[src/rtl/dlrx_pkg.sv]
package dlrx_pkg;

  localparam logic [7:0] FLAG_BYTE = 8'h7E;

  // strobes from control to datapath
  typedef struct packed {
    logic shiftEn;
    logic codeTake;
    logic passBit;
    logic histClr;
  } dlrxCtl_t;

  // pattern hits from datapath to control
  typedef struct packed {
    logic runSeen;
    logic flagSeen;
    logic codeSeen;
  } dlrxStat_t;

endpackage

[src/rtl/dlrx_datapath.sv]
module dlrx_datapath
  import dlrx_pkg::*;
#(
  parameter int RUN_W = 8,
  parameter int MSG_W = 6
) (
  input  logic             clk,
  input  logic             rstN,
  input  logic             bitIn,
  input  logic             repeatMode,
  input  dlrxCtl_t         ctl,
  output dlrxStat_t        stat,
  output logic [MSG_W-1:0] msgData,
  output logic             msgValid,
  output logic             hdlcBit,
  output logic             hdlcBitValid
);

  localparam int WIN_W = RUN_W + MSG_W + 2;
  localparam int GAP_W = $clog2(WIN_W) + 1;
  localparam logic [GAP_W-1:0] GAP_BACK = GAP_W'(WIN_W - 1);
  localparam logic [GAP_W-1:0] GAP_MAX  = '1;

  logic [WIN_W-2:0] shiftQ;
  logic [WIN_W-1:0] window;
  logic [MSG_W-1:0] codeMsg;
  logic [GAP_W-1:0] gapQ;
  logic [MSG_W-1:0] histMsgQ;
  logic             histValidQ;
  logic             sentQ;
  logic [MSG_W-1:0] msgQ;
  logic             msgValidQ;
  logic             hdlcBitQ;
  logic             hdlcValidQ;
  logic             backToBack;

  // newest bit in the LSB
  assign window  = {shiftQ, bitIn};
  assign codeMsg = window[MSG_W:1];

  assign stat.runSeen  = &window[RUN_W-1:0];
  assign stat.flagSeen = (window[7:0] == FLAG_BYTE);
  assign stat.codeSeen = (&window[WIN_W-1 -: RUN_W]) && !window[MSG_W+1] && !window[0];

  assign backToBack = histValidQ && (gapQ == GAP_BACK);

  always_ff @(posedge clk) begin
    if (!rstN) begin
      shiftQ     <= '0;
      gapQ       <= '0;
      histMsgQ   <= '0;
      histValidQ <= 1'b0;
      sentQ      <= 1'b0;
      msgQ       <= '0;
      msgValidQ  <= 1'b0;
      hdlcBitQ   <= 1'b0;
      hdlcValidQ <= 1'b0;
    end else begin
      msgValidQ  <= 1'b0;
      hdlcValidQ <= ctl.passBit;
      if (ctl.passBit) hdlcBitQ <= bitIn;

      if (ctl.shiftEn) begin
        shiftQ <= window[WIN_W-2:0];
        if (ctl.codeTake)       gapQ <= '0;
        else if (gapQ != GAP_MAX) gapQ <= gapQ + 1'b1;
      end

      if (ctl.histClr) begin
        histValidQ <= 1'b0;
        sentQ      <= 1'b0;
      end else if (ctl.codeTake) begin
        histValidQ <= 1'b1;
        histMsgQ   <= codeMsg;
        if (!repeatMode) begin
          msgQ      <= codeMsg;
          msgValidQ <= 1'b1;
        end else if (backToBack && (histMsgQ == codeMsg)) begin
          if (!sentQ) begin
            msgQ      <= codeMsg;
            msgValidQ <= 1'b1;
            sentQ     <= 1'b1;
          end
        end else begin
          sentQ <= 1'b0;
        end
      end
    end
  end

  assign msgData      = msgQ;
  assign msgValid     = msgValidQ;
  assign hdlcBit      = hdlcBitQ;
  assign hdlcBitValid = hdlcValidQ;


  no_dual_out_chk: assert property (@(posedge clk) disable iff (!rstN)
    !(msgValidQ && hdlcValidQ));


  msg_from_code_chk: assert property (@(posedge clk) disable iff (!rstN)
    msgValidQ |-> $past(ctl.codeTake));


  repeat_once_chk: assert property (@(posedge clk) disable iff (!rstN)
    (msgValidQ && $past(repeatMode)) |-> !$past(sentQ));

endmodule

[src/rtl/dlrx_control.sv]
module dlrx_control
  import dlrx_pkg::*;
(
  input  logic      clk,
  input  logic      rstN,
  input  logic      bitStrobe,
  input  logic      hdlcEn,
  input  logic      bomEn,
  input  dlrxStat_t stat,
  output dlrxCtl_t  ctl,
  output logic      modeBom
);

  logic modeQ;
  logic modeD;

  always_comb begin
    modeD = modeQ;
    if (!bomEn) begin
      modeD = 1'b0;
    end else if (!hdlcEn) begin
      modeD = 1'b1;
    end else if (bitStrobe) begin
      if (!modeQ && stat.runSeen)                       modeD = 1'b1;
      else if (modeQ && stat.flagSeen && !stat.codeSeen) modeD = 1'b0;
    end
  end

  always_ff @(posedge clk) begin
    if (!rstN) modeQ <= 1'b0;
    else       modeQ <= modeD;
  end

  assign ctl.shiftEn  = bitStrobe;
  assign ctl.codeTake = bitStrobe && modeQ && bomEn && stat.codeSeen;
  assign ctl.passBit  = bitStrobe && !modeQ && hdlcEn;
  assign ctl.histClr  = !modeQ || !bomEn;
  assign modeBom      = modeQ;


  hdlc_only_chk: assert property (@(posedge clk) disable iff (!rstN)
    (hdlcEn && !bomEn) |=> !modeBom);


  bom_only_chk: assert property (@(posedge clk) disable iff (!rstN)
    (!hdlcEn && bomEn) |=> modeBom);


  run_enter_chk: assert property (@(posedge clk) disable iff (!rstN)
    (!modeBom && hdlcEn && bomEn && bitStrobe && stat.runSeen) |=> modeBom);


  flag_exit_chk: assert property (@(posedge clk) disable iff (!rstN)
    (modeBom && hdlcEn && bomEn && bitStrobe && stat.flagSeen && !stat.codeSeen) |=> !modeBom);

endmodule

[src/rtl/dlink_mode_switch.sv]
module dlink_mode_switch
  import dlrx_pkg::*;
#(
  parameter int RUN_W = 8,
  parameter int MSG_W = 6
) (
  input  logic             clk,
  input  logic             rstN,
  input  logic             bitIn,
  input  logic             bitStrobe,
  input  logic             hdlcEn,
  input  logic             bomEn,
  input  logic             repeatMode,
  output logic             modeBom,
  output logic [MSG_W-1:0] msgData,
  output logic             msgValid,
  output logic             hdlcBit,
  output logic             hdlcBitValid
);

  dlrxCtl_t  ctl;
  dlrxStat_t stat;

  dlrx_control u_control (
    .clk      (clk),
    .rstN     (rstN),
    .bitStrobe(bitStrobe),
    .hdlcEn   (hdlcEn),
    .bomEn    (bomEn),
    .stat     (stat),
    .ctl      (ctl),
    .modeBom  (modeBom)
  );

  dlrx_datapath #(.RUN_W(RUN_W), .MSG_W(MSG_W)) u_datapath (
    .clk         (clk),
    .rstN        (rstN),
    .bitIn       (bitIn),
    .repeatMode  (repeatMode),
    .ctl         (ctl),
    .stat        (stat),
    .msgData     (msgData),
    .msgValid    (msgValid),
    .hdlcBit     (hdlcBit),
    .hdlcBitValid(hdlcBitValid)
  );


  reset_quiet_chk: assert property (@(posedge clk)
    $past(!rstN) |-> (!modeBom && !msgValid && !hdlcBitValid));

endmodule

[config.mk]
export PLATFORM = sky130hd
export DESIGN_NAME = dlink_mode_switch
export DESIGN_NICKNAME = d
export VERILOG_FILES = /design/src/rtl/dlrx_pkg.sv /design/src/rtl/dlrx_datapath.sv /design/src/rtl/dlrx_control.sv /design/src/rtl/dlink_mode_switch.sv
export SDC_FILE = /design/constraint.sdc
export NUM_CORES = 1
export LEC_CHECK = 0
export ABC_AREA = 0
export BUFFER_PORTS_ARGS = -buffer_cell sky130_fd_sc_hd__buf_2
export CORE_MARGIN = 3
export CORE_UTILIZATION = 43
export CTS_CLUSTER_DIAMETER = 50
export CTS_CLUSTER_SIZE = 14
export DETAILED_ROUTE_END_ITERATION = 16
export PLACE_DENSITY = 0.71
export SETUP_SLACK_MARGIN = 0.1
export SLEW_MARGIN = 20
export SYNTH_ARGS = -nofsm -noshare
export SYNTH_HDL_FRONTEND = slang
export SYNTH_SLANG_ARGS = --single-unit
[constraint.sdc]
create_clock -name clk -period 2.2 [get_ports clk]
set_input_delay 0.44 -clock clk [delete_from_list [all_inputs] [get_ports clk]]
set_output_delay 0.44 -clock clk [all_outputs]
set_load 0.005 [all_outputs]
[Word-level counts from Yosys, hierarchy flattened]
Index checks and enable logic that the tools add are counted.
Storage, ports and cells
  bits in registers: 38
  bits in latches: 0
  bits in writable memories: 0
  bits in read-only memories: 0
  memories kept: 0
Operators by class
  add/sub/neg operators: 1
  multiply operators: 0
  divide/modulo/power cells: 0
  order comparisons: 0
  eq/ne operators: 8
  shift-type cells: 0
  muxes and demuxes: 13
  bitwise logic cells: 3
  reduce and logical (&&, ||, !) cells: 29
Operator list (count)
  6-bit 2-to-1 mux: 3
  8-bit AND reduction: 2
  1-bit logical AND: 12
  5-bit 2-to-1 mux: 2
  2-bit AND reduction: 5
  8-bit by 7-bit equality test with 1-bit output, second input constant: 1
  1-bit 2-to-1 mux: 8
  6-bit equality test: 1
  5-bit by 1-bit adder with 5-bit output, second input constant: 1
  5-bit by 4-bit equality test with 1-bit output, second input constant: 1
  1-bit logical NOT: 5
  5-bit != test, second input constant: 1
  2-bit != test, second input constant: 2
  4-bit AND reduction: 1
  3-bit by 1-bit != test with 1-bit output, second input constant: 1
  1-bit inverter: 3
  3-bit OR reduction: 1
  2-bit by 1-bit != test with 1-bit output, second input constant: 1
  2-bit nonzero test: 1
  2-bit OR reduction: 1
  1-bit logical OR: 1

[Depth between registers and ports, before layout]
Gate-level depths: netlist (run 1).
  word-level depth: 9
  depth in mapped cells: 8
  mapped depth without buffers: 7

[By module]
From an unflattened synthesis (run 1), not the netlist that was laid out.
Unflattened totals
  cells, all modules: 186
  area, all modules: 1720.4 um2
Modules (own cells, without submodules)
  dlrx_datapath: instances 1, cells an instance 173, area an instance 1640.3 um2
  dlrx_control: instances 1, cells an instance 13, area an instance 80.1 um2

[Worst setup path after synthesis (run 1)]
Ideal clock, no wire load.
  kind: in2reg
  start: in bitStrobe
  end: reg u_datapath.msgQ[5], in the netlist u_datapath.msgData[5]
  library setup time: 134 ps
  data arrival time: 1808 ps
  required time: 2066 ps
  setup slack: 258 ps
  stages on the path: 5
  buffers on the path: 1
  cell sequence: buf_2 -> nand3_1 -> or4_1 -> and3_1 -> or4_1
Between the ends
  longest elaborated chain between the ends: 4
RTL lines
  start: declaration: line dlink_mode_switch.sv:10  | input logic bitStrobe,
  1-bit logical AND (3 in a row): line dlrx_control.sv:35  | assign ctl.codeTake = bitStrobe && modeQ && bomEn && stat.codeSeen;
  4-bit AND reduction (no line)
  end signal: assignment: line dlrx_datapath.sv:76  | msgQ <= codeMsg;
  end signal: assignment: line dlrx_datapath.sv:80  | msgQ <= codeMsg;
  end: declaration: line dlrx_datapath.sv:31  | logic [MSG_W-1:0] msgQ;
Every way passes these cells.
A chain may end at the register's enable or synchronous reset.

[Final worst setup path (run 1)]
  start: reg u_datapath.gapQ[0]
  end: reg u_datapath.msgQ[5], in the netlist u_datapath.msgData[5]
Between the ends
  longest elaborated chain between the ends: 5
RTL lines
  start: declaration: line dlrx_datapath.sv:27  | logic [GAP_W-1:0] gapQ;
  start signal: assignment: line dlrx_datapath.sv:66  | else if (gapQ != GAP_MAX) gapQ <= gapQ + 1'b1;
  5-bit by 4-bit equality test with 1-bit output: line dlrx_datapath.sv:45  | assign backToBack = histValidQ && (gapQ == GAP_BACK);
  1-bit logical AND: line dlrx_datapath.sv:45
  1-bit logical AND: line dlrx_datapath.sv:78  | end else if (backToBack && (histMsgQ == codeMsg)) begin
  2-bit by 1-bit != test with 1-bit output (no line)
  4-bit AND reduction (no line)
Every way passes these cells.

==> impl_results.md, run 1 <==
- Placeable Area: slightly above 0.004 mm²
- #FFs+latches synth: 38
- RSZ-0062 raised after global routing: no
- Critical path cell sequence: ha_1 > and3_4 > ha_1 > nand2_1 > nor4_2 > a21oi_1 > or4_1
- Post-synthesis sequential area ratio: 0.418
- Post-synth EDFFs: 0
- Register Area: 763 µm²
- Vias per cell: 5.41
- Netlist cell types: 30
- Crit path max-delay family: simple AND/OR/NAND/NOR gates
- Worst Max-Slew Pin Slew: 0.731 ns
- CP Launch Type: flip-flop
- Root buf cell: clkbuf_8
- Critical Path AT: 2.16 ns
- CP peak stage delay: 0.51 ns
- Status: finished clean
- H-Tree Depth: 2
- Slew headroom: 0.513
- NetSw: 0.298 mW
- Clock Skew: 0.00303 ns
- Antenna violations before repair: 0
- Min Clock Period, post-route: 1.99 ns
- Routed WL: approximately 3700 µm
- Skew-Pair Late Insertion Delay: between 0.2 and 0.3 ns
- Synth top area share: 0.418
- Final nets: 226
- Post-route ant nets: 0
- Clock power frac: 0.382
- Synth Area per Inst: between 9 and 10 µm²
- Clk sink count: 38
- GRT Util Overall: 0.160
- Worst VDD drop: approximately 0.00050 V
- CP max stage cell: or4_1
- Total grt overflow: 0
- Detailed Route Iter0 Violations: around 130
- Yosys top cell by area: dfxtp_1
- Syn_nets: 212
- Synth Warn #: 0
- Max Clock Freq: 502 MHz
- Num CTS Buffers: 5
- Pin count of the biggest net entering global routing: 51
- Top-count cell post-synth: dfxtp_1
- I/O Pins: 17
- Num rows: 23
- Chip Width: around 71 µm
- Post-Syn Area: 0.00182 mm²
- Area contributors post-synth: dfxtp_1, mux2i_1, nor2b_1
- Post-synth ARST share: 0
- Max Root-Sink Buffers: 2
- Top FF cell, synth: dfxtp_1
- Power Internal: 0.987 mW
- Worst-path clk slew: 0.07 ns
- Layout cell share with drive strength beyond 1: 0.203
- Leakage: 0.787 nW
- DRT Pass-1 Iters: 4
- Hpwl dp: 2520 µm
- Vias in the first global route: 1368
- First-pass GRT wire length: 6490 µm
- Max Cap Viol: 0
- CTS tree: built
- Diodes inserted: 0
- WL per Instance: 13.9 µm
- Routed via count: about 1400
- Hold Path Class: primary input to flip-flop
- Slew Limit Fails: 0
- CP Class: flip-flop to flip-flop
- P per Cell Area: between 600 and 700 mW/mm²
- IO buf count: 16
- Area Overhead vs Synth: 13.4%
- Final hold viol count: 0
- DR DRC count: 0
- Final setup viols: 0
- Die Ht: around 70 µm
- Combinational Power Share: 0.069
- Sw frac: 0.232
- RePlAce Congestion: around 0.84
- Die ar.: 0.00505 mm²
- Multi-input combinational cell area: approximately 0.001 mm²
- Req. time, crit path: approximately 2.4 ns
- Post-CTS Setup Bufs: 0
- Fin crit share: 0.906
- Synth top cells by count: dfxtp_1, nand2_1, nor2b_1
- CP most frequent cell: ha_1
- Crit path buf inv count: 0
- Filler cells: 360
- Critical path fanouts, max: 3
- Synth Instances: 202
- Setup TNS: 0 ns
- Initial Utilization: 0.449
- Setup crit end kind: flip-flop
- Sequential Power Share: 0.549
- Total Power: 1.29 mW
path summary, 6_finish.rpt:
path,startpoint,to,slack (ns),cells past startpoint
setup reg to reg,u_datapath.gapQ[0],u_datapath.msgData[5],0.21,7
hold / removal,hdlcEn,u_control.modeBom,0.39,2
setup / recovery,u_datapath.gapQ[0],u_datapath.msgData[5],0.21,7
hold reg to reg,u_datapath.histMsgQ[5],u_datapath.histMsgQ[5],0.48,2
per-stage QoR:
step,std cells,setup slack (ns),area [µm²],hold slack [ns],utilization
final,267,0.206,2070,0.390,0.509
after global routing,267,0.109,2070,0.391,0.509
after CTS,267,0.140,2050,0.387,0.505
after detailed placement,259,0.123,1960,0.472,0.482
after global placement,259,0.143,1960,0.455,0.482
after floorplan,202,0.258,1820,0.440,-
cells in the final DEF, fill, tap and decap left out, types with 2 or more instances in the layout:
cell type / synthesis / routed
nor2_1: 9 / 9
and4_1: 2 / 2
dfxtp_2: 0 / 2
o211ai_1: 5 / 5
nor2b_1: 18 / 18
o2111ai_1: 5 / 5
nand3_1: 14 / 14
xnor2_1: 5 / 5
clkbuf_8: 0 / 6
inv_1: 2 / 2
nand2_1: 26 / 26
a21oi_1: 2 / 2
a21boi_0: 7 / 7
or4_1: 4 / 3
mux2i_1: 16 / 16
mux2_2: 5 / 5
dfxtp_1: 38 / 36
and3_1: 3 / 2
buf_2: 3 / 16
ha_1: 3 / 3
o21ai_0: 2 / 2
buf_4: 0 / 8
nand4_1: 6 / 6
xor2_1: 4 / 4
a211oi_1: 2 / 2
per-layer routing:
layer / share of wire / vias to the layer above / global-route usage
li1: - / 737 / -
met1: 0.50 / 671 / 0.234
met2: 0.44 / 30 / 0.226
met3: 0.046 / 7 / 0.0355
met4: 0.018 / 0 / 0.0689
met5: 0 / - / 0
logic make-up after synthesis:
kind of cell,after synthesis,share of synthesized area
simple gates,88,0.262
flops,38,0.418
compound gates,24,0.0962
mux,21,0.119
buf+inv,19,0.0412
xor+xnor,9,0.0433
fa+ha+maj,3,0.0206
timing repair:
item,CTS,global route
hold buffers,0,0
resized for setup,0,5
setup endpoints to repair,0,7
state kept, by name, summed over array words and instances, names as in the netlist:
name / count
u_datapath.shiftQ: 15
u_datapath.histMsgQ: 6
u_datapath.msgData: 6
u_datapath.gapQ: 5
u_control.modeBom: 1
u_datapath.hdlcBit: 1
u_datapath.hdlcBitValid: 1
u_datapath.histValidQ: 1
u_datapath.msgValid: 1
u_datapath.sentQ: 1
power groups by stage:
| stage | clock network [mW] | logic [mW] | registers, mW |
|---|---|---|---|
| floorplan | 0 | 0.0645 | 0.719 |
| global placement | 0 | 0.0868 | 0.721 |
| detailed placement | 0 | 0.0877 | 0.721 |
| CTS | 0.505 | 0.0882 | 0.705 |
| global route | 0.534 | 0.0982 | 0.707 |
| finish | 0.491 | 0.0882 | 0.706 |
area by class of cell:
class                      count  area share
timing repair buffer          24      0.0678
tap                           50      0.0303
sequential                    38       0.369
clock inverter                 1     0.00242
multi-input combinational    145       0.485
inverter                       2     0.00363
clock buffer                   7      0.0418
worst reg2reg max path: stages (launching register included):
cell and delay (ns):
dfxtp_2 0.35, ha_1 0.16, and3_4 0.19, ha_1 0.14, nand2_1 0.10, nor4_2 0.33, a21oi_1 0.10, or4_1 0.51
Note: power is estimated with default switching activity, not from simulation.
==> run 2: changes to the inputs <==
Settings changed: ABC_AREA 0 to 1.
==> run 2 against run 1 <==
Area after synthesis is 7.8% lower. Sequential cell count unchanged. Sequential power up 3.1%. Sequential share of layout area increased by 4.0 points. Critical path depth up 6. Clock power is 4.3% lower. Final cell count increased by 8.2%. Count of clock-buffer cells in the layout is 1 lower. Clock skew grew 0.0028 ns. Synthesized cell count is 12% higher. First-iteration DRC count down 62%. Critical endpoint is now u_datapath.msgData[1]. Highest routed layer unchanged.
==> impl_results.md, run 2 <==
- Cts hold-fix bufs: 0 (unchanged)
- Top-count cell post-synth: nand2_1 (was dfxtp_1)
- Root buf cell: clkbuf_8 (unchanged)
- Synth Warn #: 0 (unchanged)
- Max Cap Viol: 0 (unchanged)
- Critical Path AT: 2.05 ns (was 2.16 ns)
- Die ar.: 0.00469 mm² (was 0.00505 mm²)
- Post-synth EDFFs: 0 (unchanged)
- Area Overhead vs Synth: 10.5% (was 13.4%)
- Adder and majority cell fraction of the synthesized area: 0.0223 (was 0.0206)
- GRT Util Overall: 0.151 (was 0.160)
- Yosys top cell by area: dfxtp_1 (unchanged)
- Setup TNS: 0 ns (unchanged)
- Vias in the first global route: 1210 (was 1368)
- Hold Path Class: primary input to flip-flop (unchanged)
- WL per Instance: 10.7 µm (was 13.9 µm)
- Worst VDD drop: 0.000458 V (was 0.000495 V)
- Hpwl dp: 2210 µm (was 2520 µm)
- Vias per cell: 4.78 (was 5.41)
- Synth Area in Compound Gates: 0.165 (was 0.0962)
- Status: finished clean (unchanged)
- Hold Crit Depth: 3 (was 2)
- Pin count of the biggest net entering global routing: 24 (was 51)
- Synth top area share: 0.453 (was 0.418)
- Reg2Reg Setup Slack: 0.34 ns (was 0.21 ns)
- Hold path startpoint: bomEn (was hdlcEn)
- Setup crit end kind: flip-flop (unchanged)
- Die Ht: 68.5 µm (was 71.1 µm)
- Min Clock Period, post-route: 1.86 ns (was 1.99 ns)
- Hold Path End: u_control.modeBom (unchanged)
- Synth Area per Inst: 7.40 µm² (was 9.02 µm²)
- Synth Instances: 227 (was 202)
- Chip Width: 68.5 µm (was 71.1 µm)
- Placed insts: 283 (was 259)
- Met3 Resource Use GR: 0.0438 (was 0.0355)
- Leakage: 0.797 nW (was 0.787 nW)
- Num CTS Buffers: 5 (unchanged)
- Met2 global-route usage: 0.218 (was 0.226)
- H-Tree Depth: 2 (unchanged)
- Mux contribution to synthesized area: 0 (was 0.119)
- Met1 usage: 0.194 (was 0.234)
- Post-CTS Setup Bufs: 0 (unchanged)
- RSZ-0062 raised after global routing: no (unchanged)
- Synth top cells by count: nand2_1, dfxtp_1, nor2_1 (was dfxtp_1, nand2_1, nor2b_1)
- Commonest non-fill, non-tap cell in the layout: nand2_1 (was dfxtp_1)
- RePlAce Congestion: 0.728 (was 0.837)
- Top FF cell, synth: dfxtp_1 (unchanged)
- DRT Pass-1 Iters: 4 (unchanged)
- Hold WS: 0.411 ns (was 0.390 ns)
- Fin crit share: 0.847 (was 0.906)
- Filler cells: 381 (was 360)
- Total Power: 1.30 mW (was 1.29 mW)
- Req. time, crit path: 2.39 ns (was 2.37 ns)
- FF-to-FF path depth: 13 (was 7)
- Total grt overflow: 0 (unchanged)
- Slew headroom: 0.825 (was 0.513)
- Num rows: 22 (was 23)
- P per Cell Area: 700 mW/mm² (was 622 mW/mm²)
- Max FFs per register: 15 (unchanged)
- # resized after CTS: 0 (unchanged)
- Xor/xnor share of the synthesized area: 0.0104 (was 0.0433)
- Skew-Pair Late Insertion Delay: 0.29 ns (about the same)
- Critical R2R Launch: u_datapath.gapQ[0] (unchanged)
- Final core utilization: 0.500 (was 0.509)
- Critical path fanouts, max: 13 (was 3)
- Final setup viols: 0 (unchanged)
- Syn_nets: 237 (was 212)
- Max Root-Sink Buffers: 2 (unchanged)
- Synthesized-area fraction occupied by and/or/nand/nor cells: 0.250 (was 0.262)
- CP Launch Type: flip-flop (unchanged)
- Initial Utilization: 0.452 (was 0.449)
- Diodes inserted: 0 (unchanged)
- Post-route cell area: 0.00186 mm² (was 0.00207 mm²)
- Worst Max-Slew Pin Slew: 0.262 ns (was 0.731 ns)
- Slew Limit Fails: 0 (unchanged)
- Most flop-heavy register: u_datapath.shiftQ (unchanged)
- Worst-path clk slew: 0.07 ns (about the same)
- Reg2reg end: u_datapath.msgData[1] (was u_datapath.msgData[5])
- Post-route ant nets: 0 (unchanged)
- CP Class: flip-flop to flip-flop (unchanged)
- Routed via count: 1382 (was 1445)
- Detailed Route Iter0 Violations: 47 (was 125)
- Area contributors post-synth: dfxtp_1, nand2_1, a21oi_1 (was dfxtp_1, mux2i_1, nor2b_1)
- Post-synth ARST share: 0 (unchanged)
- Post-synthesis sequential area ratio: 0.453 (was 0.418)
- IO buf count: 16 (unchanged)
- Netlist cell types: 27 (was 30)
- Final Worst Setup Slack: 0.336 ns (was 0.206 ns)
- Routed WL: 3090 µm (was 3710 µm)
- #FFs+latches synth: 38 (unchanged)
- Post-Syn Area: 0.00168 mm² (was 0.00182 mm²)
- Layout cell share with drive strength beyond 1: 0.158 (was 0.203)
- Non-Filler Instances: 289 (was 267)
- Max Clock Freq: 536 MHz (was 502 MHz)
- First-pass GRT wire length: 5170 µm (was 6490 µm)
- Final hold viol count: 0 (unchanged)
- Final nets: 252 (was 226)
- I/O Pins: 17 (unchanged)
- Clock Skew: 0.00583 ns (was 0.00303 ns)
- DP Area: 0.00177 mm² (was 0.00196 mm²)
- Antenna violations before repair: 0 (unchanged)
- Placeable Area: 0.00372 mm² (was 0.00406 mm²)
- Clk sink count: 38 (unchanged)
- Largest family of logic cells by synthesized area: simple AND/OR/NAND/NOR gates (unchanged)
- DR DRC count: 0 (unchanged)
- Most frequent cells in the layout: nand2_1, dfxtp_1, nor2_1 (was dfxtp_1, nand2_1, nor2b_1)
- Gr busiest metal: met2 (was met1)
- Pre-CTS WS: 0.333 ns (was 0.123 ns)
- CTS tree: built (unchanged)
-- run 2: final cells by class --
| cell class | instances | area (µm²) | area share |
|---|---|---|---|
| sequential | 38 | 761 | 0.410 |
| tap | 48 | 60.1 | 0.0323 |
| timing repair buffer | 18 | 95.1 | 0.0512 |
| multi-input combinational | 151 | 752 | 0.405 |
| clock buffer | 6 | 82.6 | 0.0445 |
| inverter | 28 | 106 | 0.0573 |
-- run 2: how the worst max path moves through the flow --
| stage | slack, ns | startpoint | cells past startpoint | to |
|---|---|---|---|---|
| 3_5_place_dp | 0.33 | u_datapath.gapQ[0] | 13 | u_datapath.msgData[2] |
| 3_3_place_gp | 0.42 | u_datapath.gapQ[0] | 13 | u_datapath.msgData[1] |
| 6_report | 0.34 | u_datapath.gapQ[0] | 13 | u_datapath.msgData[1] |
| 5_1_grt | 0.13 | u_datapath.gapQ[0] | 13 | u_datapath.msgData[3] |
| 2_1_floorplan | 0.51 | u_datapath.gapQ[0] | 14 | u_datapath.msgData[2] |
| 4_1_cts | 0.32 | u_datapath.gapQ[0] | 13 | u_datapath.msgData[2] |
-- run 2: critical path, stage by stage (launching register included) --
cell,delay (ns)
dfxtp_1,0.38
ha_1,0.19
nand2_1,0.08
nor2_1,0.13
ha_1,0.16
nand2_1,0.06
a21oi_2,0.10
nand2_1,0.07
nor2_2,0.11
nand3_2,0.09
nand2_2,0.19
nand3_1,0.10
nand2_1,0.07
nor2_1,0.04
-- run 2: report_power, final --
part | internal, mW | total [mW] | switching (mW) | leakage, nW
Combinational | 0.0356 | 0.102 | 0.0665 | 0.444
Clock | 0.241 | 0.470 | 0.229 | 0.0431
Sequential | 0.712 | 0.728 | 0.0167 | 0.310
Total | 0.989 | 1.30 | 0.312 | 0.797
-- run 2: cells by family after synthesis --
group / after synthesis
xor+xnor: 2
fa+ha+maj: 3
buf+inv: 38
flops: 38
simple gates: 93
compound gates: 53
-- run 2: routing by layer --
layer | up-vias | wire, µm
met4 | 0 | 91
met5 | - | 0
met3 | 8 | 119
met1 | 595 | 1560
li1 | 753 | -
met2 | 26 | 1320
==> run 3: changes to the inputs <==
Clock period 2.2 ns to 1.8 ns, I/O delays scaled along.
==> run 3 against run 2 <==
Sequential power up 22%. Combinational power grew 34%. Maximum frequency is 11% higher. Critical endpoint is now u_datapath.msgData[4].
==> impl_results.md, run 3 (synthesis results as in run 2) <==
- Final setup viols: 0 (unchanged)
- Power Internal: 1.19 mW (was 0.989 mW)
- Routed WL: 3210 µm (was 3090 µm)
- Req. time, crit path: 1.99 ns (was 2.39 ns)
- IO buf count: 16 (unchanged)
- Worst Max-Slew Pin Slew: 0.284 ns (was 0.262 ns)
- Num CTS Buffers: 5 (unchanged)
- Clock power frac: 0.359 (was 0.362)
- CP Launch Type: flip-flop (unchanged)
- Diodes inserted: 0 (unchanged)
- Vias per cell: 4.79 (was 4.78)
- CTS tree: built (unchanged)
- CP max stage cell: dfxtp_2 (was dfxtp_1)
- Final nets: 255 (was 252)
- Max FFs per register: 15 (unchanged)
- Gr busiest metal: met2 (unchanged)
- Register Area: 763 µm² (was 761 µm²)
- Sw frac: 0.255 (was 0.240)
- Status: finished clean (unchanged)
- Critical path cell sequence: ha_4 > nand2_4 > nor2_4 > ha_4 > nand2_2 > a21oi_2 > nand2_1 > nor2_2 > nand3_2 > nand2_4 > nand3_1 > nand2_1 > nor2_1 (was ha_1 > nand2_1 > nor2_1 > ha_1 > nand2_1 > a21oi_2 > nand2_1 > nor2_2 > nand3_2 > nand2_2 > nand3_1 > nand2_1 > nor2_1)
- Post-route ant nets: 0 (unchanged)
- NetSw: 0.409 mW (was 0.312 mW)
- CP peak stage delay: 0.36 ns (was 0.38 ns)
- Max Cap Viol: 0 (unchanged)
- DRT Pass-1 Iters: 4 (unchanged)
- Routed via count: 1407 (was 1382)
- Num rows: 22 (unchanged)
- Met1 usage: 0.196 (was 0.194)
- Detailed Route Iter0 Violations: 57 (was 47)
- Met3 Resource Use GR: 0.0389 (was 0.0438)
- Root buf cell: clkbuf_8 (unchanged)
- Clk sink count: 38 (unchanged)
- Initial Utilization: 0.452 (unchanged)
- Vias in the first global route: 1217 (was 1210)
- Pre-CTS WS: -0.00314 ns (was 0.333 ns)
- Die ar.: 0.00469 mm² (unchanged)
- Hold path startpoint: bomEn (unchanged)
- GRT Util Overall: 0.154 (was 0.151)
- Met2 global-route usage: 0.242 (was 0.218)
- Critical R2R Launch: u_datapath.gapQ[1] (was u_datapath.gapQ[0])
- Hold Path Class: primary input to flip-flop (unchanged)
- Worst-path clk slew: 0.07 ns (about the same)
- Most frequent cells in the layout: nand2_1, dfxtp_1, a21oi_1, nor2_1, inv_1 (was nand2_1, dfxtp_1, nor2_1)
- Clock Skew: 0.0107 ns (was 0.00583 ns)
- Critical path fanouts, max: 7 (was 13)
- Setup crit end kind: flip-flop (unchanged)
- First-pass GRT wire length: 5330 µm (was 5170 µm)
- Antenna violations before repair: 0 (unchanged)
- Area Overhead vs Synth: 15.6% (was 10.5%)
- Leakage: 0.833 nW (was 0.797 nW)
- Slew headroom: 0.809 (was 0.825)
- Placeable Area: 0.00372 mm² (unchanged)
- Sequential Power Share: 0.556 (was 0.560)
- CP Class: flip-flop to flip-flop (unchanged)
- Combinational Power Share: 0.085 (was 0.078)
- Hold WS: 0.342 ns (was 0.411 ns)
- Multi-input combinational cell area: 816 µm² (was 752 µm²)
- P per Cell Area: 825 mW/mm² (was 700 mW/mm²)
- Filler cells: 366 (was 381)
- Layout cell share with drive strength beyond 1: 0.203 (was 0.158)
- Final hold viol count: 0 (unchanged)
- Hpwl dp: 2220 µm (was 2210 µm)
- Final Worst Setup Slack: 0.122 ns (was 0.336 ns)
- RSZ-0062 raised after global routing: yes (was no)
- Max Root-Sink Buffers: 2 (unchanged)
- Worst VDD drop: 0.000417 V (was 0.000458 V)
- Pin count of the biggest net entering global routing: 24 (unchanged)
- Critical Path AT: 1.86 ns (was 2.05 ns)
- Max Clock Freq: 596 MHz (was 536 MHz)
- Chip Width: 68.5 µm (unchanged)
- Total grt overflow: 0 (unchanged)
- DR DRC count: 0 (unchanged)
- Skew-Pair Late Insertion Delay: 0.29 ns (about the same)
- Slew Limit Fails: 0 (unchanged)
- Die Ht: 68.5 µm (unchanged)
- Fin crit share: 0.932 (was 0.847)
- RePlAce Congestion: 0.749 (was 0.728)
- Cts hold-fix bufs: 0 (unchanged)
- CP startpoint: u_datapath.gapQ[1] (was u_datapath.gapQ[0])
- Min Clock Period, post-route: 1.68 ns (was 1.86 ns)
- Commonest non-fill, non-tap cell in the layout: nand2_1 (unchanged)
- Most flop-heavy register: u_datapath.shiftQ (unchanged)
- H-Tree Depth: 2 (unchanged)
- WL per Instance: 10.9 µm (was 10.7 µm)
- I/O Pins: 17 (unchanged)
==> run 3: cell types whose count changed in the layout (fill, tap and decap cells not counted), sizes merged <==
cell | before | now
nand2 | 42 | 43
buf | 18 | 20
clkinv | 1 | 3
==> run 3: final cells by class <==
type                       count  area share
clock buffer                   6      0.0374
clock inverter                 2     0.00709
inverter                      28      0.0548
multi-input combinational    152       0.420
sequential                    38       0.393
tap                           48      0.0309
timing repair buffer          20      0.0567
==> run 3: worst paths after layout <==
| path | slack [ns] | end | depth (start not counted) |
|---|---|---|---|
| max | 0.12 | u_datapath.msgData[4] | 13 |
| min | 0.34 | u_control.modeBom | 3 |
| max reg2reg | 0.12 | u_datapath.msgData[4] | 13 |
| min reg2reg | 0.47 | u_datapath.msgData[5] | 2 |
==> run 3: stage by stage <==
step	cells	setup TNS, ns	instance area [µm²]	utilization	total power [mW]
floorplan	227	0	1680	-	0.999
global placement	284	0	1780	0.479	1.03
detailed placement	284	-0.00537	1780	0.479	1.04
CTS	293	0	1880	0.507	1.61
global route	294	0	1940	0.523	1.68
finish	294	0	1940	0.523	1.60
==> run 3: power by group through the flow <==
stage          registers [mW]  clock network, mW  logic, mW
2_1_floorplan           0.905                  0     0.0934
3_3_place_gp            0.907                  0      0.128
3_5_place_dp            0.907                  0      0.130
6_report                0.891              0.575      0.137
4_1_cts                 0.888              0.593      0.131
5_1_grt                 0.896              0.621      0.159
==> run 3: repair_timing <==
item                                    4_1_cts  5_1_grt
buffers inserted                              0        1
gates cloned                                  1        0
resized for setup                             3       11
pin swaps                                     2        1
endpoints found under the setup margin        7        8
==> run 3: routing by layer <==
metal  vias to the layer above  share of wire
li1                        757              -
met1                       620           0.51
met2                        24           0.42
met3                         6          0.041
met4                         0          0.023
met5                         -              0
==> run 3: critical path: cells and delay by family, from the launching register on <==
family	cells	cell delay, ns
AND/OR/NAND/NOR	10	0.85
flip-flops	1	0.36
adder cells (fa/ha/maj)	2	0.28
AO/OA/AOI/OAI	1	0.09
